$ cat src/rtl/noturn_sram_pkg.sv
`timescale 1ns/1ps
package noturn_sram_pkg;

   // Operation carried by each pipeline stage; IDLE is the bubble.
   typedef enum logic [1:0] {
      NTS_IDLE  = 2'd0,
      NTS_READ  = 2'd1,
      NTS_WRITE = 2'd2
   } nts_op_e;

   // Three-term chip select decode.
   function automatic logic nts_chip_on(input logic a_n, input logic b, input logic c_n);
      return !a_n && b && !c_n;
   endfunction

endpackage

$ cat src/rtl/nts_cmd_pipe.sv
`timescale 1ns/1ps
module nts_cmd_pipe
   import noturn_sram_pkg::*;
#(
   parameter int ADDR_W = 4,
   parameter int HALVES = 2
) (
   input  logic              clk,
   input  logic              rst,
   input  logic              sel_a_n,
   input  logic              sel_b,
   input  logic              sel_c_n,
   input  logic              wr_n,
   input  logic [HALVES-1:0] half_we_n,
   input  logic [ADDR_W-1:0] addr,
   output nts_op_e           s1_op,
   output logic [ADDR_W-1:0] s1_addr,
   output nts_op_e           s2_op,
   output logic [ADDR_W-1:0] s2_addr,
   output logic [HALVES-1:0] s2_en
);

   localparam int STAGES = 2;

   nts_op_e           op_in   [STAGES];
   logic [ADDR_W-1:0] addr_in [STAGES];
   logic [HALVES-1:0] en_in   [STAGES];
   nts_op_e           op_q    [STAGES];
   logic [ADDR_W-1:0] addr_q  [STAGES];
   logic [HALVES-1:0] en_q    [STAGES];

   nts_op_e new_op;

   always_comb begin
      if (!nts_chip_on(sel_a_n, sel_b, sel_c_n)) new_op = NTS_IDLE;
      else if (wr_n)                             new_op = NTS_READ;
      else                                       new_op = NTS_WRITE;
   end

   genvar g;
   generate
      for (g = 0; g < STAGES; g++) begin : g_stage
         if (g == 0) begin : g_head
            assign op_in[g]   = new_op;
            assign addr_in[g] = addr;
            assign en_in[g]   = ~half_we_n;
         end else begin : g_tail
            assign op_in[g]   = op_q[g-1];
            assign addr_in[g] = addr_q[g-1];
            assign en_in[g]   = en_q[g-1];
         end

         always_ff @(posedge clk) begin
            if (rst) op_q[g] <= NTS_IDLE;
            else     op_q[g] <= op_in[g];
            addr_q[g] <= addr_in[g];
            en_q[g]   <= en_in[g];
         end
      end
   endgenerate

   assign s1_op   = op_q[0];
   assign s1_addr = addr_q[0];
   assign s2_op   = op_q[1];
   assign s2_addr = addr_q[1];
   assign s2_en   = en_q[1];

endmodule

$ cat src/rtl/nts_array.sv
`timescale 1ns/1ps
module nts_array #(
   parameter int ADDR_W = 4,
   parameter int HALF_W = 32,
   parameter int HALVES = 2
) (
   input  logic                     clk,
   input  logic [HALVES-1:0]        we,
   input  logic [ADDR_W-1:0]        waddr,
   input  logic [HALF_W*HALVES-1:0] wdata,
   input  logic [ADDR_W-1:0]        raddr,
   output logic [HALF_W*HALVES-1:0] rdata
);

   localparam int DEPTH = 1 << ADDR_W;

   genvar h;
   generate
      for (h = 0; h < HALVES; h++) begin : g_bank
         logic [HALF_W-1:0] bank [DEPTH];

         always_ff @(posedge clk) begin
            if (we[h]) bank[waddr] <= wdata[h*HALF_W +: HALF_W];
         end

         assign rdata[h*HALF_W +: HALF_W] = bank[raddr];
      end
   endgenerate

endmodule

$ cat src/rtl/nts_read_port.sv
`timescale 1ns/1ps
module nts_read_port
   import noturn_sram_pkg::*;
#(
   parameter int ADDR_W = 4,
   parameter int HALF_W = 32,
   parameter int HALVES = 2
) (
   input  logic                     clk,
   input  logic                     rst,
   input  nts_op_e                  s1_op,
   input  logic [ADDR_W-1:0]        s1_addr,
   input  nts_op_e                  s2_op,
   input  logic [ADDR_W-1:0]        s2_addr,
   input  logic [HALVES-1:0]        s2_en,
   input  logic [HALF_W*HALVES-1:0] bus_wdata,
   input  logic [HALF_W*HALVES-1:0] arr_rdata,
   output logic [HALF_W*HALVES-1:0] q,
   output logic                     q_vld
);

   localparam int DW = HALF_W * HALVES;

   logic            same_word;
   logic [DW-1:0]   q_nxt;

   // The only write not yet in the array is the one committing at this edge.
   assign same_word = (s2_op == NTS_WRITE) && (s2_addr == s1_addr);

   genvar h;
   generate
      for (h = 0; h < HALVES; h++) begin : g_fwd
         assign q_nxt[h*HALF_W +: HALF_W] = (same_word && s2_en[h])
                                          ? bus_wdata[h*HALF_W +: HALF_W]
                                          : arr_rdata[h*HALF_W +: HALF_W];
      end
   endgenerate

   always_ff @(posedge clk) begin
      if (rst) q_vld <= 1'b0;
      else     q_vld <= (s1_op == NTS_READ);
      if (s1_op == NTS_READ) q <= q_nxt;
   end

endmodule

$ cat src/rtl/noturn_sram.sv
`timescale 1ns/1ps
module noturn_sram
   import noturn_sram_pkg::*;
#(
   parameter int ADDR_W = 4,
   parameter int HALF_W = 32,
   parameter int HALVES = 2
) (
   input  logic                     clk,
   input  logic                     rst,
   input  logic                     sel_a_n,
   input  logic                     sel_b,
   input  logic                     sel_c_n,
   input  logic                     wr_n,
   input  logic [HALVES-1:0]        half_we_n,
   input  logic [ADDR_W-1:0]        addr,
   input  logic                     oe_n,
   input  logic [HALF_W*HALVES-1:0] dq_in,
   output logic [HALF_W*HALVES-1:0] dq_out,
   output logic                     dq_oe
);

   localparam int DW = HALF_W * HALVES;

   generate
      if (ADDR_W < 1 || ADDR_W > 12) begin : g_bad_aw
         $error("noturn_sram: ADDR_W must be within 1..12");
      end
      if (HALF_W < 1) begin : g_bad_hw
         $error("noturn_sram: HALF_W must be positive");
      end
      if (HALVES < 1 || HALVES > 8) begin : g_bad_hv
         $error("noturn_sram: HALVES must be within 1..8");
      end
   endgenerate

   nts_op_e           s1_op, s2_op;
   logic [ADDR_W-1:0] s1_addr, s2_addr;
   logic [HALVES-1:0] s2_en;
   logic [HALVES-1:0] commit_we;
   logic [DW-1:0]     arr_rdata;
   logic [DW-1:0]     q;
   logic              q_vld;

   nts_cmd_pipe #(.ADDR_W(ADDR_W), .HALVES(HALVES)) u_cmd (
      .clk       (clk),
      .rst       (rst),
      .sel_a_n   (sel_a_n),
      .sel_b     (sel_b),
      .sel_c_n   (sel_c_n),
      .wr_n      (wr_n),
      .half_we_n (half_we_n),
      .addr      (addr),
      .s1_op     (s1_op),
      .s1_addr   (s1_addr),
      .s2_op     (s2_op),
      .s2_addr   (s2_addr),
      .s2_en     (s2_en)
   );

   // Late-late commit: data comes straight from the bus two edges after the address.
   assign commit_we = (s2_op == NTS_WRITE && !rst) ? s2_en : '0;

   nts_array #(.ADDR_W(ADDR_W), .HALF_W(HALF_W), .HALVES(HALVES)) u_arr (
      .clk   (clk),
      .we    (commit_we),
      .waddr (s2_addr),
      .wdata (dq_in),
      .raddr (s1_addr),
      .rdata (arr_rdata)
   );

   nts_read_port #(.ADDR_W(ADDR_W), .HALF_W(HALF_W), .HALVES(HALVES)) u_rd (
      .clk       (clk),
      .rst       (rst),
      .s1_op     (s1_op),
      .s1_addr   (s1_addr),
      .s2_op     (s2_op),
      .s2_addr   (s2_addr),
      .s2_en     (s2_en),
      .bus_wdata (dq_in),
      .arr_rdata (arr_rdata),
      .q         (q),
      .q_vld     (q_vld)
   );

   assign dq_out = q;
   assign dq_oe  = q_vld && !oe_n;

endmodule

$ cat config.mk
export PLATFORM = sky130hd
export DESIGN_NAME = noturn_sram
export DESIGN_NICKNAME = d
export VERILOG_FILES = /design/src/rtl/noturn_sram_pkg.sv /design/src/rtl/nts_cmd_pipe.sv /design/src/rtl/nts_array.sv /design/src/rtl/nts_read_port.sv /design/src/rtl/noturn_sram.sv
export SDC_FILE = /design/constraint.sdc
export NUM_CORES = 1
export LEC_CHECK = 0
export ABC_CLOCK_PERIOD_IN_PS = 5650
export BUFFER_PORTS_ARGS = -buffer_cell sky130_fd_sc_hd__buf_2
export CORE_MARGIN = 3
export CORE_UTILIZATION = 25
export DETAILED_ROUTE_END_ITERATION = 16
export PLACE_DENSITY = 0.5
export SLEW_MARGIN = 10
export SYNTH_ARGS = -nofsm -noshare
export SYNTH_HDL_FRONTEND = slang
export SYNTH_SLANG_ARGS = --single-unit
$ cat constraint.sdc
create_clock -name clk -period 5.65 [get_ports clk]
set_input_delay 0.2825 -clock clk [delete_from_list [all_inputs] [get_ports clk]]
set_output_delay 0.2825 -clock clk [all_outputs]
set_load 0.02 [all_outputs]
==> results of run 1 <==
==> power groups by stage <==
stage	combinational (mW)	sequential, mW	clock (mW)
5_1_grt	0.738	9.03	7.74
4_1_cts	0.691	9.03	7.41
3_3_place_gp	0.622	9.21	0
2_1_floorplan	0.389	9.20	0
3_5_place_dp	0.640	9.21	0
6_report	0.674	9.03	7.20
==> worst max-delay path by stage <==
stage | from | to | slack (ps)
after detailed placement | u_cmd.addr_q[0][1]$_DFF_P_ | u_rd.q[4]$_DFFE_PP_ | 2310
after CTS | u_cmd.addr_q[0][1]$_DFF_P_ | u_rd.q[4]$_DFFE_PP_ | 2270
final | u_cmd.addr_q[0][1]$_DFF_P_ | u_rd.q[9]$_DFFE_PP_ | 2290
after global routing | u_cmd.addr_q[0][1]$_DFF_P_ | u_rd.q[6]$_DFFE_PP_ | 2140
after global placement | u_cmd.addr_q[0][1]$_DFF_P_ | u_rd.q[4]$_DFFE_PP_ | 2350
after floorplan | u_cmd.op_q[0][0]$_SDFF_PP0_ | u_rd.q[0]$_DFFE_PP_ | 1990
==> sequential cells by signal, summed over array words and instances, names as in the netlist <==
register           flops
u_cmd.en_q             4
u_rd.q                64
u_cmd.addr_q           8
u_rd.q_vld             1
u_arr.g_bank.bank   1024
u_cmd.op_q             4
==> cell usage in the layout (no fill, tap or decap), drive strengths merged, types with 4 or more instances in the layout <==
cell type and count:
nor2 39, mux4 256, dlygate4sd3 75, buf 190
a22oi 128, inv 7, edfxtp 1088, nor2b 9
clkinv 55, bufinv 10, nand2 71, dfxtp 17
xnor2 4, mux2 64, diode 4, clkbuf 135
==> timing repair <==
action | 4_1_cts | 5_1_grt
hold buffers | 75 | 0
hold endpoints to repair | 1034 | 0
setup endpoints to repair | 0 | 0
==> layout make-up <==
cell class	count	area (um2)
sequential	1105	33000
tap	2175	2720
timing repair buffer	265	1870
inverter	2	7.51
fill	15800	114000
multi-input combinational	582	8320
clock inverter	71	637
clock buffer	135	2930
antenna	4	10.0
==> through the flow <==
stage               setup WS (ps)  hold WS, ps
finish                       2290          226
global route                 2140          191
CTS                          2270          152
detailed placement           2310          360
global placement             2350          351
floorplan                    1990          310
==> routing by layer <==
layer | vias to the layer above | wire length (um) | share of wire (%)
met5 | - | 0 | 0
met4 | 0 | 1910 | 1.8
met3 | 145 | 5840 | 5.4
met2 | 545 | 53800 | 50
met1 | 10600 | 46300 | 43
li1 | 8187 | - | -
==> cells by family after synthesis <==
kind of cell	after synthesis	share of synthesized area (%)
compound gates	128	2.31
buf+inv	96	1.18
flops	1105	79.5
simple gates	130	1.31
xor+xnor	4	0.0843
mux	320	15.6
==> results.py, run 1 <==
metrics = {
    "synth": {
        "yosys.cell_count.top_type": "edfxtp_1",
        "ys.flop_type": "edfxtp_1",
        "synth-edff-count": 1088,
        "yosysWarnings": 0,
        "synth_fp_nets": 1860,
        "syn_avg_cell_area_um2": 23.3,
        "synth_area_leaders": "edfxtp_1 79%, mux4_2 14%, a22oi_1 2.3%",
        "postSynthCellCount": 1783,
        "synth_area_leader_cell": "edfxtp_1",
        "synth_common_cells": "1088 x edfxtp_1, 256 x mux4_2, 128 x a22oi_1",
        "netlist_area_mm2": 0.0415,
        "yosysTopAreaCellShare_pct": 78.7,
        "async_flop_share_pct": 0,
        "seq_area_frac_synth_pct": 79.5,
        "synth_cell_types": 23,
        "synth_seq_cells": 1105,
    },
    "clock_network": {
        "cts_buffers": 111,
        "cts.path.max_buffers": 3,
        "tritoncts": "done",
        "insertion_delay_ps": 710,
        "postCtsSetupBuffers": 0,
        "path_clk_slew_ps": 60,
        "cts.sinks": 1105,
        "cts-resized-gates": 0,
        "root_buffer": "clkbuf_16",
        "h-tree-depth": 3,
    },
    "critical_path": {
        "r2r_slack_ps": 2290,
        "r2r-start": "u_cmd.addr_q[0][1]$_DFF_P_",
        "worst_setup_path_start_kind": "flip-flop",
        "cp_max_fo": 153,
        "critPathBufInv": 2,
        "criticalPathCategory": "flip-flop to flip-flop",
        "worst_setup_path_end_kind": "flip-flop",
        "path_delay_family": "buffers and inverters",
        "cp_num_cells": 6,
        "cp.required_ps": 6090,
        "rr_endpoint": "u_rd.q[9]$_DFFE_PP_",
        "worstPathArrival_ps": 3800,
        "crit_path_max_incr_delay_ps": 730,
        "cp_slowest_cell": "buf_12",
        "r2r_cells": 6,
        "path_cells": "buf_12, buf_4, mux4_2, a22oi_1, nand2_1, mux2_2",
    },
    "sta": {
        "worst_pin_slew_ps": 1130,
        "rsz0062_at_grt": "false",
        "hold_violations": 0,
        "relSlewSlack_pct": 24.7,
        "setup_tns_ps": 0,
        "setup_viol": 0,
        "clock.fmax_mhz": 297,
        "fin_skew_ps": 39.6,
        "period_needed_ps": 3360,
        "finalCritPeriodShare_pct": 59.5,
        "final_max_slew_viol_count": 0,
    },
    "grt": {
        "met1_usage_pct": 16.7,
        "grt_pass1_vias": 20800,
        "grt_use_met3_pct": 2.66,
        "antenna_found_initial": 7,
        "gr-usage-met2_pct": 21.0,
        "grt_pass1_wl_um": 153000,
        "grt_max_degree": 154,
        "grt_busiest_layer": "met2",
        "overflow": 0,
        "grt_use_total_pct": 12.5,
    },
    "finish": {
        "instances_no_fill": 4339,
        "area_growth_pct": 19.2,
        "fin_area_mm2": 0.0495,
        "final_net_count": 2144,
        "drive_above_1_share_pct": 33.0,
        "final_util_pct": 30.2,
    },
    "place": {
        "dpl_cell_area_mm2": 0.0452,
        "io_buffers": 141,
        "dp_cells": 4054,
        "place_congestion": 0.684,
        "dp_hpwl_um": 56200,
    },
    "route": {
        "wl_per_cell_um": 24.8,
        "via_count": 19400,
        "viasPerCell": 4.48,
        "drcViolationCount": 0,
        "drtIter0Drc": 1714,
        "postRouteAntennaNets": 0,
        "drtPass1Iterations": 5,
        "drt-total-wl_um": 108000,
    },
    "floorplanning": {
        "die_h_um": 414,
        "die_x_um": 414,
        "dieArea_mm2": 0.171,
        "initial_core_util_pct": 25.3,
        "coreArea_mm2": 0.164,
        "rows": 148,
        "io_pins": 142,
    },
    "power_and_ir_drop": {
        "clockPowerShare_pct": 42.6,
        "power_mw": 16.9,
        "p_comb_share_pct": 4.0,
        "netSwitchingFraction_pct": 20.5,
        "powerDensity_mw_per_mm2": 342,
        "power_frac_seq_pct": 53.4,
        "irDropWorstVdd_v": 0.000220,
        "power.leakage_nw": 15.4,
        "p_int_mw": 13.4,
        "p_switching_mw": 3.46,
    },
    "hold_path": {
        "holdPathStages": 2,
        "hold_end": "u_cmd.addr_q[0][1]$_DFF_P_",
        "min_path_type": "primary input to flip-flop",
        "hp-start": "addr[1]",
    },
    "run_status": {
        "outcome": "completed",
    },
    "run": {
        "drv_cap": 0,
    },
}
No activity file was read; power rests on OpenSTA's default activity.
==> run 2: changes to the inputs <==
- ABC_CLOCK_PERIOD_IN_PS: 5650 -> 3500
- clock period: 5.65 -> 3.5 ns (I/O delays scaled with it)
==> results.py, run 2 (synthesized netlist as in run 1, its figures left out) <==
metrics = {
    "sta": {
        "setup_tns_ps": 0,
        "worst_pin_slew_ps": 882,
        "setup_viol": 0,
        "finalCritPeriodShare_pct": 73.3,
        "fin_skew_ps": 56.1,
        "rsz0062_at_grt": "false",
        "hold_violations": 0,
        "hold-worst-slack_ps": 92.4,
        "relSlewSlack_pct": 41.2,
        "clock.fmax_mhz": 390,
        "final_max_slew_viol_count": 0,
        "period_needed_ps": 2560,
    },
    "critical_path": {
        "r2r_slack_ps": 940,
        "r2r_cells": 5,
        "r2r-start": "u_cmd.addr_q[0][0]$_DFF_P_",
        "cp.required_ps": 3960,
        "worst_setup_path_start_kind": "flip-flop",
        "rr_endpoint": "u_rd.q[30]$_DFFE_PP_",
        "criticalPathCategory": "flip-flop to flip-flop",
        "worstPathArrival_ps": 3020,
        "cp_max_fo": 47,
        "worst_setup_path_end_kind": "flip-flop",
    },
    "floorplanning": {
        "die_x_um": 414,
        "dieArea_mm2": 0.171,
        "rows": 148,
        "coreArea_mm2": 0.164,
        "die_h_um": 414,
        "io_pins": 142,
        "initial_core_util_pct": 25.3,
    },
    "place": {
        "io_buffers": 141,
        "place_congestion": 0.676,
        "dp_hpwl_um": 55400,
    },
    "hold_path": {
        "min_path_type": "primary input to flip-flop",
        "holdPathStages": 2,
        "hp-start": "addr[1]",
        "hold_end": "u_cmd.addr_q[0][1]$_DFF_P_",
    },
    "clock_network": {
        "insertion_delay_ps": 720,
        "cts.sinks": 1105,
        "h-tree-depth": 3,
        "cts-resized-gates": 0,
        "tritoncts": "done",
        "root_buffer": "clkbuf_16",
        "cts_buffers": 110,
        "cts.path.max_buffers": 3,
        "path_clk_slew_ps": 60,
    },
    "run": {
        "drv_cap": 0,
    },
    "run_status": {
        "outcome": "completed",
    },
    "grt": {
        "overflow": 0,
        "grt_pass1_wl_um": 151000,
        "antenna_found_initial": 14,
        "grt_pass1_vias": 20900,
        "grt_max_degree": 79,
        "grt_use_total_pct": 12.3,
    },
    "power_and_ir_drop": {
        "irDropWorstVdd_v": 0.000377,
        "powerDensity_mw_per_mm2": 544,
        "power.leakage_nw": 15.5,
    },
    "route": {
        "via_count": 19500,
        "drcViolationCount": 0,
        "wl_per_cell_um": 24.4,
        "viasPerCell": 4.48,
        "drt-total-wl_um": 106000,
        "drtIter0Drc": 1414,
        "postRouteAntennaNets": 0,
        "drtPass1Iterations": 6,
    },
    "finish": {
        "reg_top3": "u_arr.g_bank.bank (1024), u_rd.q (64), u_cmd.addr_q (8)",
        "final_net_count": 2158,
        "final_common_cell": "edfxtp_1",
        "top_register": "u_arr.g_bank.bank",
        "area_growth_pct": 20.0,
        "largest_reg_flops": 1024,
        "drive_above_1_share_pct": 33.0,
        "final_cell_mix": "1088 x edfxtp_1, 256 x mux4_2, 141 x buf_2, 128 x a22oi_1, 111 x clkbuf_16",
    },
}
[run 2: layout make-up]
| class | count | area [um2] |
|---|---|---|
| Multi-Input combinational cell | 582 | 8320 |
| Fill cell | 15700 | 114000 |
| Timing Repair Buffer | 280 | 2260 |
| Clock inverter | 59 | 541 |
| Sequential cell | 1105 | 33000 |
| Antenna cell | 6 | 15.0 |
| Inverter | 2 | 7.51 |
| Tap cell | 2175 | 2720 |
| Clock buffer | 143 | 2960 |
[run 2: critical path: stages (launching register included)]
cell and delay, ps:
dfxtp_4 570, buf_12 370, mux4_2 550, a22oi_1 300, nand2_1 150, mux2_2 290
[run 2: what timing repair did]
item	CTS	global route
endpoints found under the setup margin	0	0
buffers inserted	0	0
hold buffers	75	0
endpoints found under the hold margin	1088	0
[run 2: worst max path at each step]
stage / from / end / slack [ps] / depth (start not counted)
global placement: u_cmd.addr_q[0][0]$_DFF_P_ / u_rd.q[36]$_DFFE_PP_ / 870 / 5
floorplan: u_cmd.addr_q[0][4]$_DFF_P_ / u_arr.g_bank[1].bank[12][0]$_DFFE_PP_ / 910 / 3
CTS: u_cmd.addr_q[0][0]$_DFF_P_ / u_rd.q[36]$_DFFE_PP_ / 860 / 5
global route: u_cmd.addr_q[0][0]$_DFF_P_ / u_rd.q[42]$_DFFE_PP_ / 780 / 5
detailed placement: u_cmd.addr_q[0][0]$_DFF_P_ / u_rd.q[30]$_DFFE_PP_ / 860 / 5
finish: u_cmd.addr_q[0][0]$_DFF_P_ / u_rd.q[30]$_DFFE_PP_ / 940 / 5
[run 2: where the power goes]
part | leakage (nW) | switching [mW] | internal (mW)
clock | 1.70 | 4.95 | 6.48
sequential | 9.95 | 0.0239 | 14.5
combinational | 3.83 | 0.614 | 0.494
total | 15.5 | 5.59 | 21.5
[run 2: metrics by stage]
stage | instance area, um2 | util (%) | instances | setup slack [ps] | power, mW
2_1_floorplan | 41500 | - | 1783 | 911 | 15.5
3_3_place_gp | 45600 | 27.8 | 4069 | 869 | 15.9
3_5_place_dp | 45600 | 27.8 | 4069 | 859 | 15.9
4_1_cts | 49800 | 30.4 | 4346 | 858 | 27.5
5_1_grt | 49800 | 30.4 | 4348 | 778 | 28.1
6_report | 49800 | 30.4 | 4352 | 935 | 27.1
[run 2: layer usage]
metal  vias up  part of all wire [%]  track usage [%]
li1       8215                     -                -
met1     10500                    42             16.0
met2       569                    51             21.1
met3       164                   5.4             2.28
met4         2                   2.3             3.33
met5         -                 0.010                0
